--- config.mk ---
export PLATFORM = sky130hd
export DESIGN_NAME = tx_frame_builder
export DESIGN_NICKNAME = d
export VERILOG_FILES = /design/src/rtl/txf_pkg.sv /design/src/rtl/txf_crc32.sv /design/src/rtl/txf_len_ctr.sv /design/src/rtl/tx_frame_builder.sv
export SDC_FILE = /design/constraint.sdc
export NUM_CORES = 1
export LEC_CHECK = 0
export BUFFER_PORTS_ARGS = -buffer_cell sky130_fd_sc_hd__buf_4
export CAP_MARGIN = 15
export CORE_ASPECT_RATIO = 1.5
export CORE_UTILIZATION = 45
export CTS_CLUSTER_SIZE = 14
export DETAILED_ROUTE_END_ITERATION = 10
export GPL_TIMING_DRIVEN = 0
export PLACE_DENSITY = 0.6
export SKIP_CTS_REPAIR_TIMING = 1
export SLEW_MARGIN = 10
export SYNTH_ARGS = -nofsm -noshare
export SYNTH_HDL_FRONTEND = slang
export SYNTH_SLANG_ARGS = --single-unit
--- constraint.sdc ---
create_clock -name clk -period 5.1 [get_ports clk]
set_input_delay 1.02 -clock clk [delete_from_list [all_inputs] [get_ports clk]]
set_output_delay 1.02 -clock clk [all_outputs]
set_load 0.005 [all_outputs]
--- src/rtl/txf_pkg.sv ---
package txf_pkg;

    typedef enum logic [1:0] {
        ST_DATA = 2'd0,
        ST_PAD  = 2'd1,
        ST_FCS  = 2'd2,
        ST_DROP = 2'd3
    } txf_state_e;

    typedef struct packed {
        txf_state_e  state;
        logic        ov;
        logic [7:0]  od;
        logic        ol;
        logic        err;
        logic        fcs_sel;
        logic [1:0]  idx;
    } txf_ctl_t;

    // Reflected CRC-32 advance by one byte, LSB of the byte first.
    function automatic logic [31:0] crc32_step(input logic [31:0] c, input logic [7:0] b);
        logic [31:0] r;
        r = c ^ {24'd0, b};
        for (int k = 0; k < 8; k++) begin
            r = r[0] ? ((r >> 1) ^ 32'hEDB8_8320) : (r >> 1);
        end
        return r;
    endfunction

endpackage

--- src/rtl/txf_crc32.sv ---
module txf_crc32 (
    input  logic        clk,
    input  logic        rst_n,
    input  logic        clear,
    input  logic        advance,
    input  logic [7:0]  data,
    output logic [31:0] crc_q
);
    import txf_pkg::*;

    logic [31:0] crc_d;

    always_comb begin
        crc_d = crc_q;
        if (clear) begin
            crc_d = 32'hFFFF_FFFF;
        end else if (advance) begin
            crc_d = crc32_step(crc_q, data);
        end
    end

    always_ff @(posedge clk) begin
        if (!rst_n) begin
            crc_q <= 32'hFFFF_FFFF;
        end else begin
            crc_q <= crc_d;
        end
    end
endmodule

--- src/rtl/txf_len_ctr.sv ---
module txf_len_ctr #(
    parameter int CNT_W = 14
) (
    input  logic             clk,
    input  logic             rst_n,
    input  logic             clear,
    input  logic             inc,
    output logic [CNT_W-1:0] cnt_q
);
    logic [CNT_W-1:0] cnt_d;

    always_comb begin
        cnt_d = cnt_q;
        if (clear) begin
            cnt_d = '0;
        end else if (inc) begin
            cnt_d = cnt_q + CNT_W'(1);
        end
    end

    always_ff @(posedge clk) begin
        if (!rst_n) begin
            cnt_q <= '0;
        end else begin
            cnt_q <= cnt_d;
        end
    end
endmodule

--- src/rtl/tx_frame_builder.sv ---
module tx_frame_builder #(
    parameter int MIN_TOTAL   = 64,
    parameter int MAX_TOTAL   = 1536,
    parameter int JUMBO_TOTAL = 9018
) (
    input  logic       clk,
    input  logic       rst_n,
    input  logic       cfg_pad_en,
    input  logic       cfg_jumbo_en,
    input  logic       in_valid,
    output logic       in_ready,
    input  logic [7:0] in_data,
    input  logic       in_eop,
    input  logic       in_fcs,
    output logic       out_valid,
    input  logic       out_ready,
    output logic [7:0] out_data,
    output logic       out_last,
    output logic       err_oversize
);
    import txf_pkg::*;

    localparam int FCS_BYTES  = 4;
    localparam int PAD_DATA   = MIN_TOTAL - FCS_BYTES;
    localparam int STD_DATA   = MAX_TOTAL - FCS_BYTES;
    localparam int JUMBO_DATA = JUMBO_TOTAL - FCS_BYTES;
    localparam int CNT_W      = $clog2(JUMBO_TOTAL + 1);

    txf_ctl_t         q, d;
    logic [CNT_W-1:0] cnt_q;
    logic [CNT_W-1:0] cnt_next;
    logic [CNT_W-1:0] limit;
    logic [31:0]      crc_q;
    logic [31:0]      crc_out;
    logic             slot_free;
    logic             ctr_inc, ctr_clr;
    logic             crc_adv, crc_clr;
    logic [7:0]       crc_byte;

    txf_len_ctr #(.CNT_W(CNT_W)) u_len (
        .clk   (clk),
        .rst_n (rst_n),
        .clear (ctr_clr),
        .inc   (ctr_inc),
        .cnt_q (cnt_q)
    );

    txf_crc32 u_crc (
        .clk     (clk),
        .rst_n   (rst_n),
        .clear   (crc_clr),
        .advance (crc_adv),
        .data    (crc_byte),
        .crc_q   (crc_q)
    );

    always_comb begin
        slot_free = !q.ov || out_ready;
        cnt_next  = cnt_q + CNT_W'(1);
        limit     = cfg_jumbo_en ? CNT_W'(JUMBO_DATA) : CNT_W'(STD_DATA);
        crc_out   = ~crc_q;
        in_ready  = ((q.state == ST_DATA) && slot_free) || (q.state == ST_DROP);
        crc_byte  = (q.state == ST_PAD) ? 8'h00 : in_data;

        d       = q;
        d.err   = 1'b0;
        ctr_inc = 1'b0;
        ctr_clr = 1'b0;
        crc_adv = 1'b0;
        crc_clr = 1'b0;
        if (slot_free) begin
            d.ov = 1'b0;
        end

        case (q.state)
            ST_DATA: begin
                if (in_valid && slot_free) begin
                    d.ov    = 1'b1;
                    d.od    = in_data;
                    d.ol    = 1'b0;
                    ctr_inc = 1'b1;
                    crc_adv = 1'b1;
                    if (in_eop) begin
                        if (cfg_pad_en && (cnt_next < CNT_W'(PAD_DATA))) begin
                            d.state   = ST_PAD;
                            d.fcs_sel = in_fcs;
                        end else if (in_fcs) begin
                            d.state = ST_FCS;
                            d.idx   = 2'd0;
                        end else begin
                            d.ol    = 1'b1;
                            ctr_clr = 1'b1;
                            crc_clr = 1'b1;
                        end
                    end else if (cnt_next == limit) begin
                        d.ol    = 1'b1;
                        d.err   = 1'b1;
                        d.state = ST_DROP;
                        ctr_clr = 1'b1;
                        crc_clr = 1'b1;
                    end
                end
            end
            ST_PAD: begin
                if (slot_free) begin
                    d.ov    = 1'b1;
                    d.od    = 8'h00;
                    d.ol    = 1'b0;
                    ctr_inc = 1'b1;
                    crc_adv = 1'b1;
                    if (cnt_next == CNT_W'(PAD_DATA)) begin
                        if (q.fcs_sel) begin
                            d.state = ST_FCS;
                            d.idx   = 2'd0;
                        end else begin
                            d.ol    = 1'b1;
                            d.state = ST_DATA;
                            ctr_clr = 1'b1;
                            crc_clr = 1'b1;
                        end
                    end
                end
            end
            ST_FCS: begin
                if (slot_free) begin
                    d.ov  = 1'b1;
                    d.od  = crc_out[8*q.idx +: 8];
                    d.ol  = (q.idx == 2'd3);
                    d.idx = q.idx + 2'd1;
                    if (q.idx == 2'd3) begin
                        d.state = ST_DATA;
                        ctr_clr = 1'b1;
                        crc_clr = 1'b1;
                    end
                end
            end
            ST_DROP: begin
                if (in_valid && in_eop) begin
                    d.state = ST_DATA;
                end
            end
            default: d.state = ST_DATA;
        endcase
    end

    always_ff @(posedge clk) begin
        if (!rst_n) begin
            q <= '{state: ST_DATA, ov: 1'b0, od: 8'h00, ol: 1'b0,
                   err: 1'b0, fcs_sel: 1'b0, idx: 2'd0};
        end else begin
            q <= d;
        end
    end

    assign out_valid    = q.ov;
    assign out_data     = q.od;
    assign out_last     = q.ol;
    assign err_oversize = q.err;
endmodule

==> flow_summary.toml, run 1 <==
[placed_design]
dp_slack_ns = 1.74
gp_routability_congestion = 0.920
dp_hpwl_um = 8820
numPortBuffers = 26

[final_layout]
nets = 545
area_growth_pct = 15.4
final_util = 0.531
drive_above_1_share = 0.159
antenna-diode-count = 0

[status]
outcome = "complete, no violations"

[synth]
synth_cell_types = 51
synth_area_leaders = "dfxtp_1 (29%), xnor2_1 (12%), nand2_1 (6.3%), xor2_1 (5.8%), o2111ai_1 (5.2%)"
synth-main-ff-cell = "dfxtp_1"
syn_area_per_cell_um2 = 8.71
syn_nets = 508
synth_top_area_cell = "dfxtp_1"
synth_warnings = 0
synth_edf_count = 0
yosysMostFrequentCell = "nand2_1"
yosys-top-cells-count = "nand2_1 (71), dfxtp_1 (62), xnor2_1 (57), xor2_1 (28), o2111ai_1 (25)"
syn-instance-count = 486
ys_seq_elements = 62
syn_area_um2 = 4230
synth_top_area_frac = 0.293
synthArstFlopShare = 0
seq_area_frac_synth = 0.293

[die]
io_pins = 28
die-area_um2 = 9800
coreArea_um2 = 9200
die-width_um = 81.2
rows = 43
fp.dieH_um = 121
start_util = 0.460

[timing]
skew_ns = 0.00904
rsz0062_at_grt = "no"
setup_slack_ns = 1.87
setup_viol = 0
period_minus_slack_ns = 3.23
slew_headroom = 0.396
fmax_mhz = 310
drv_slew = 0
setup_tns_ns = 0
worst_pin_slew_ns = 0.899
finalHoldViolCount = 0
fin_crit_sh = 0.633

[clocking]
cts_inserted_buffers = 9
clk_pin_slew_ns = 0.06
insertion_delay_ns = 0.34
clockBufferDepth = 2
cts-root-buf = "clkbuf_16"
htreeDepth = 3
cts_sinks = 62
cts_tree = "yes"

[global_routing]
grt_usage = 0.260
grt_max_degree = 12
grt_pass1_wl_um = 18900
antenna_found_initial = 0
grt_pass1_vias = 3613
grt.overflow.total = 0

[setup_path]
cp-start-kind = "flop"
crit_required_ns = 5.30
cp_cell_sequence = "inv_1, ha_1, buf_2, nor2b_1, xnor2_1, xnor2_1, xnor2_2, xnor2_1, nand2_1, o21ai_0, nand3_1"
crit_top_cell = "xnor2_1"
slowest_stage = "xnor2_1"
end_kind = "flop"
cpLargestDelayFamily = "XOR/XNOR gates"
crit_arrival_ns = 3.42
worstSetupPathType = "flop to flop"
crit_fanout = 10
path_buf_inv = 2
cpPeakStageDelay_ns = 0.69

[pwr]
swShare = 0.376
p_comb_frac = 0.469
p_clk_frac = 0.261
seq_power_share = 0.270
p_leak_nw = 2.00
switchingPower_mw = 0.954
finalPower_mw = 2.54
p_per_area_nw_per_um2 = 520
p_int_mw = 1.58
vdd_drop_max_mv = 0.429

[detailed_routing]
post_drt_wl_per_cell_um = 18.4
wirelength_um = 11800
route.detailed.drc = 0
antenna_left = 0
dr.pass1.iters = 4
drt_iter0_markers = 168
viasPerCell = 5.75
vias = 3679

[flow_run]
drv_cap = 0

[hold_path]
min-delay-path-class = "flop to flop"
layout make-up:
| cell class | instances | area [µm²] |
|---|---|---|
| Sequential cell | 62 | 1240 |
| Clock inverter | 6 | 86.3 |
| Buffer | 43 | 225 |
| Fill cell | 881 | 4320 |
| Clock buffer | 10 | 229 |
| Timing Repair Buffer | 26 | 195 |
| Multi-Input combinational cell | 373 | 2740 |
| Inverter | 8 | 30.0 |
| Tap cell | 112 | 140 |
power by group through the flow:
stage / sequential (mW) / clock [mW] / combinational, mW
2_1_floorplan: 0.668 / 0 / 0.959
3_3_place_gp: 0.690 / 0 / 1.17
3_5_place_dp: 0.693 / 0 / 1.18
4_1_cts: 0.683 / 0.667 / 1.19
5_1_grt: 0.698 / 0.683 / 1.30
6_report: 0.686 / 0.663 / 1.19
metal layers:
layer	GRT usage	share of wire	vias up
met5	0	0	-
met4	0.134	0.037	0
met3	0.0242	0.030	30
met2	0.461	0.53	85
met1	0.301	0.40	1762
li1	-	-	1802
sequential cells by signal (all words and copies together), names as in the netlist:
register      cells
out_last          1
err_oversize      1
u_len.cnt_q      14
u_crc.crc_q      32
q                 5
out_valid         1
out_data          8
cells in the final DEF (no fill, tap or decap), drive strengths merged, types with 3 or more instances in the layout:
master / n
a211o: 3
a21oi: 9
and2: 3
and3: 17
buf: 46
clkbuf: 33
clkinv: 3
dfxtp: 62
ha: 6
inv: 8
mux2i: 5
mux4: 8
nand2: 72
nand3: 20
nand4: 10
nor2: 14
nor2b: 12
nor3: 9
nor4: 4
o2111ai: 25
o211a: 10
o211ai: 10
o21ai: 21
xnor2: 63
xor2: 28
metrics by stage:
stage / cell area [µm²] / hold slack [ns] / instances
5_1_grt: 4880 / 0.516 / 640
6_report: 4880 / 0.501 / 640
3_3_place_gp: 4570 / 0.486 / 624
4_1_cts: 4880 / 0.506 / 640
3_5_place_dp: 4570 / 0.492 / 624
2_1_floorplan: 4230 / 0.468 / 486
tightest hold or removal path, cell delays in order, from the launching register on:
cell	delay [ns]
dfxtp_1	0.34
nand2_1	0.06
mux2i_1	0.05
logic make-up after synthesis:
| kind of cell | after synthesis | share of synthesized area |
|---|---|---|
| buffers and inverters | 51 | 0.0603 |
| DFF | 62 | 0.293 |
| adders and majority gates | 6 | 0.0177 |
| and+or+nand+nor | 172 | 0.204 |
| xor gates and xnor gates | 92 | 0.204 |
| muxes | 13 | 0.0544 |
| AOI/OAI and AO/OA | 90 | 0.166 |
final timing paths:
kind / endpoint / start / cells past startpoint / slack [ns]
worst max-delay path: u_crc.crc_q[25] / q[15] / 11 / 1.87
worst min-delay path: q[14] / q[14] / 2 / 0.50
worst max register to register: u_crc.crc_q[25] / q[15] / 11 / 1.87
worst min register to register: q[14] / q[14] / 2 / 0.50
No activity file was read; power rests on OpenSTA's default activity.
==> run 2, diff against run 1 <==
==> constraint.sdc (replaced) <==
create_clock -name clk -period 3.3 [get_ports clk]
set_input_delay 0.66 -clock clk [delete_from_list [all_inputs] [get_ports clk]]
set_output_delay 0.66 -clock clk [all_outputs]
set_load 0.005 [all_outputs]
==> run 2 against run 1 <==
Power up 55%; core utilization grew 0.082 points; hold slack about the same.
==> flow_summary.toml, run 2 (synthesis gave the netlist of run 1 again) <==
[status]
outcome = "complete, no violations"

[timing]
skew_ns = 0.00857
period_minus_slack_ns = 3.11
timing.hold.ws_ns = 0.501
setup_tns_ns = 0
fin_crit_sh = 0.941
drv_slew = 0
finalHoldViolCount = 0
worst_pin_slew_ns = 0.927
setup_viol = 0
rsz0062_at_grt = "no"
slew_headroom = 0.378
fmax_mhz = 322

[final_layout]
largest_reg_flops = 32
layout_common_cells = "nand2_1 (71), dfxtp_1 (62), xnor2_1 (56), buf_4 (39), xor2_1 (28)"
drive_above_1_share = 0.161
fillers = 881
final_util = 0.531
regArea_um2 = 1240
multiInputGateArea_um2 = 2740
final_common_cell = "nand2_1"
antenna-diode-count = 0
top_register = "u_crc.crc_q"
area_growth_pct = 15.6
nets = 545
stdcell_count = 640

[detailed_routing]
drt_iter0_markers = 161
wirelength_um = 11800
dr.pass1.iters = 4
post_drt_wl_per_cell_um = 18.5
antenna_left = 0
vias = 3712
route.detailed.drc = 0
viasPerCell = 5.80

[placed_design]
numPortBuffers = 26
dp_hpwl_um = 8820
dp.cells = 624
gp_routability_congestion = 0.920

[clocking]
insertion_delay_ns = 0.34
cts_tree = "yes"
clk_pin_slew_ns = 0.06
cts_inserted_buffers = 9
clockBufferDepth = 2
cts-root-buf = "clkbuf_16"
htreeDepth = 3
cts_sinks = 62

[setup_path]
cp-start-kind = "flop"
reg2reg_to = "u_crc.crc_q[22]"
crit_required_ns = 3.48
worstSetupPathType = "flop to flop"
crit_arrival_ns = 3.29
reg2reg_slack_ns = 0.19
crit_fanout = 10
end_kind = "flop"
ff2ff_path_depth = 10
r2r_start = "u_len.cnt_q[1]"

[hold_path]
hold_depth = 2
min-delay-path-class = "flop to flop"
hold_start = "q[14]"
min_to = "q[14]"

[global_routing]
grt_max_degree = 12
grt_pass1_vias = 3613
grt_usage = 0.260
grt.overflow.total = 0
grt_pass1_wl_um = 18900
antenna_found_initial = 0

[die]
fp.dieH_um = 121
rows = 43
coreArea_um2 = 9200
die-width_um = 81.2
start_util = 0.460
die-area_um2 = 9800
io_pins = 28

[pwr]
p_leak_nw = 2.00
vdd_drop_max_mv = 0.663
p_per_area_nw_per_um2 = 804

[flow_run]
drv_cap = 0
## run 2: cell type report
type | instances | share of cell area
buffer | 43 | 0.0461
clock buffer | 10 | 0.0468
clock inverter | 6 | 0.0177
inverter | 8 | 0.00614
multi-input combinational | 373 | 0.561
sequential | 62 | 0.254
tap | 112 | 0.0287
timing repair buffer | 26 | 0.0399
## run 2: worst max path at each step
| stage | slack [ns] | cells past startpoint | end | startpoint |
|---|---|---|---|---|
| floorplan | 0.73 | 9 | q[14] | u_len.cnt_q[0] |
| finish | 0.19 | 10 | u_crc.crc_q[22] | u_len.cnt_q[1] |
| detailed placement | 0.12 | 11 | u_crc.crc_q[25] | q[15] |
| CTS | 0.08 | 11 | u_crc.crc_q[25] | q[15] |
| global route | 0.02 | 10 | u_crc.crc_q[11] | u_len.cnt_q[1] |
| global placement | 0.09 | 11 | u_crc.crc_q[25] | q[15] |
## run 2: routing by layer
metal / vias to the layer above / routed length (µm) / share of wire / GRT usage
li1: 1802 / - / - / -
met1: 1785 / 4760 / 0.40 / 0.301
met2: 94 / 6230 / 0.53 / 0.461
met3: 31 / 387 / 0.033 / 0.0242
met4: 0 / 442 / 0.037 / 0.134
met5: - / 0 / 0 / 0
## run 2: worst max-delay path: stages (launching register included)
cell	delay, ns
dfxtp_1	0.46
ha_1	0.40
and4_1	0.36
o211a_1	0.19
o211ai_1	0.10
a211o_1	0.39
o21ai_2	0.22
o31ai_2	0.12
o21bai_4	0.31
buf_4	0.27
o2111ai_1	0.13
## run 2: through the flow
step | instance area, µm² | worst slack, ns | power [mW]
2_1_floorplan | 4230 | 0.735 | 2.52
3_3_place_gp | 4570 | 0.0943 | 2.87
3_5_place_dp | 4570 | 0.117 | 2.89
4_1_cts | 4880 | 0.0813 | 3.93
5_1_grt | 4890 | 0.0225 | 4.14
6_report | 4890 | 0.193 | 3.93
## run 2: power breakdown
part / internal, mW / total, mW / switching, mW
sequential: 0.911 / 1.06 / 0.150
combinational: 0.882 / 1.85 / 0.967
clock: 0.660 / 1.02 / 0.361
==> run 3, diff against run 2 <==
--- a/config.mk
+++ b/config.mk
@@ -7,14 +7,15 @@
 export LEC_CHECK = 0
 export BUFFER_PORTS_ARGS = -buffer_cell sky130_fd_sc_hd__buf_4
 export CAP_MARGIN = 15
-export CORE_ASPECT_RATIO = 1.5
 export CORE_UTILIZATION = 45
 export CTS_CLUSTER_SIZE = 14
 export DETAILED_ROUTE_END_ITERATION = 10
+export GPL_ROUTABILITY_DRIVEN = 0
 export GPL_TIMING_DRIVEN = 0
 export PLACE_DENSITY = 0.6
 export SKIP_CTS_REPAIR_TIMING = 1
 export SLEW_MARGIN = 10
 export SYNTH_ARGS = -nofsm -noshare
 export SYNTH_HDL_FRONTEND = slang
+export SYNTH_HIERARCHICAL = 1
 export SYNTH_SLANG_ARGS = --single-unit
==> run 3 against run 2 <==
Final cell count rose by 2.3%; non-clock buffer count down 7; first-iteration DRC count shrank 0.62%; setup slack improved by 0.059 ns; power up 7.6%; core utilization increased by 0.15 points; synthesized area increased by 1.4%; synthesized cell count decreased by 0.62%; clock skew increased by 0.0062 ns; combinational power increased by 26%; sequential share of layout area hardly changed; flip-flop and latch count unchanged.
==> flow_summary.toml, run 3 <==
[synth]
synth_top_area_frac = 0.289
synthAdderAreaFrac = 0.0204
synth-compound-area-share = 0.169
synthMuxAreaShare = 0.0630
synth_top_family_by_area = "XOR/XNOR gates"
synth_cell_types = 61
synth_area_leaders = "dfxtp_1 (29%), xnor2_1 (10%), nand2_1 (4.7%), mux4_2 (4.2%), xor2_1 (4.1%)"
syn_area_per_cell_um2 = 8.88
synth_top_area_cell = "dfxtp_1"
ys_seq_elements = 62
synthArstFlopShare = 0
synth_edf_count = 0
syn_nets = 506
syn_area_um2 = 4290
synthSimpleGateAreaFrac = 0.196
seq_area_frac_synth = 0.289
yosys-top-cells-count = "dfxtp_1 (62), nand2_1 (54), xnor2_1 (50), nor2_1 (41)"
synth_xor_area_frac = 0.212
synth-main-ff-cell = "dfxtp_1"
yosysMostFrequentCell = "dfxtp_1"
syn-instance-count = 483
synth_warnings = 6

[clocking]
cts_inserted_buffers = 9
clk_pin_slew_ns = 0.07
clockBufferDepth = 2
cts_sinks = 62
htreeDepth = 3
insertion_delay_ns = 0.35
cts-root-buf = "clkbuf_8"
cts_tree = "yes"

[setup_path]
cp-start-kind = "flop"
crit_required_ns = 3.56
cpLargestDelayFamily = "compound AO/OA/AOI/OAI gates"
cpPeakStageDelay_ns = 0.44
path_buf_inv = 1
crit_fanout = 11
worstSetupPathType = "flop to flop"
cp_cell_sequence = "ha_1, and4_1, buf_2, and3_1, o211ai_1, a211oi_4, nand2_1, o31ai_1, nand3_1, a21oi_4, nand2b_1, nor3_1, a211oi_1"
crit_arrival_ns = 3.31
end_kind = "flop"
slowest_stage = "dfxtp_4"

[final_layout]
fillers = 886
area_growth_pct = 14.8
top_register = "u_crc/crc_q"
antenna-diode-count = 0
nets = 544
final_common_cell = "dfxtp_1"
largest_reg_flops = 32
drive_above_1_share = 0.186
layout_common_cells = "dfxtp_1 (59), nand2_1 (54), xnor2_1 (50), nor2_1 (41), buf_4 (36)"

[hold_path]
min-delay-path-class = "flop to flop"

[timing]
period_minus_slack_ns = 3.05
fmax_mhz = 328
rsz0062_at_grt = "no"
worst_pin_slew_ns = 0.872
setup_viol = 0
finalHoldViolCount = 0
skew_ns = 0.0147
setup_tns_ns = 0
drv_slew = 0
slew_headroom = 0.419
fin_crit_sh = 0.923

[status]
outcome = "complete, no violations"

[global_routing]
antenna_found_initial = 0
grt_pass1_wl_um = 17500
grt_pass1_vias = 3345
grt.overflow.total = 0
grt_usage = 0.229
grt_max_degree = 15

[flow_run]
drv_cap = 0

[detailed_routing]
post_drt_wl_per_cell_um = 16.2
drt_iter0_markers = 160
route.detailed.drc = 0
antenna_left = 0
wirelength_um = 10600
dr.pass1.iters = 4
vias = 3517
viasPerCell = 5.37

[placed_design]
numPortBuffers = 27
dp_hpwl_um = 7640

[die]
io_pins = 28
coreArea_um2 = 9240
start_util = 0.464
fp.dieH_um = 99.6
die-area_um2 = 9930
rows = 35
die-width_um = 99.6

[pwr]
p_per_area_nw_per_um2 = 859
vdd_drop_max_mv = 0.646
p_leak_nw = 1.92
finalPower_mw = 4.23
## run 3: worst paths after layout
check	cells after the start	start	slack, ns	endpoint
setup reg to reg	13	u_len/cnt_q[0]	0.25	u_crc/crc_q[25]
setup / recovery	13	u_len/cnt_q[0]	0.25	u_crc/crc_q[25]
hold reg to reg	1	out_data[2]	0.51	out_data[2]
hold / removal	1	out_data[2]	0.51	out_data[2]
## run 3: stage by stage
step | instances | cell area (µm²) | worst slack, ns | utilization | hold WS, ns
floorplan | 483 | 4290 | 0.386 | - | 0.471
global placement | 639 | 4650 | -0.338 | 0.504 | 0.486
detailed placement | 639 | 4650 | -0.382 | 0.504 | 0.492
CTS | 655 | 4870 | -0.410 | 0.527 | 0.510
global route | 655 | 4920 | 0.0258 | 0.533 | 0.516
finish | 655 | 4920 | 0.253 | 0.533 | 0.506
## run 3: metal layers
layer	vias to the layer above	wire, µm	part of all wire	GRT usage
met3	6	541	0.051	0.0344
met5	-	0	0	0
li1	1769	-	-	-
met1	1670	5050	0.47	0.323
met4	0	99	0.0093	0.0633
met2	72	4950	0.47	0.363
## run 3: cell type report
cell class,count,area (µm²),area share
Multi-Input combinational cell,375,2860,0.582
Tap cell,129,161,0.0328
Clock buffer,12,145,0.0295
Sequential cell,62,1250,0.254
Clock inverter,4,70.1,0.0142
Timing Repair Buffer,28,210,0.0427
Buffer,34,183,0.0371
Inverter,11,41.3,0.00838
## run 3: logic make-up after synthesis
group / after synthesis
compound gates: 100
xor+xnor: 83
simple gates: 168
buf+inv: 46
flops: 62
fa+ha+maj: 7
mux: 17
## run 3: report_power, final
group | switching, mW | internal, mW | total (mW) | leakage, nW
combinational | 1.15 | 1.20 | 2.34 | 1.30
sequential | 0.200 | 0.936 | 1.14 | 0.511
clock | 0.307 | 0.445 | 0.751 | 0.110
## run 3: worst reg2reg max path, stage by stage (launching register included)
cell	delay [ns]
dfxtp_4	0.44
ha_1	0.21
and4_1	0.18
buf_2	0.17
and3_1	0.17
o211ai_1	0.16
a211oi_4	0.37
nand2_1	0.16
o31ai_1	0.22
nand3_1	0.17
a21oi_4	0.25
nand2b_1	0.19
nor3_1	0.07
a211oi_1	0.22
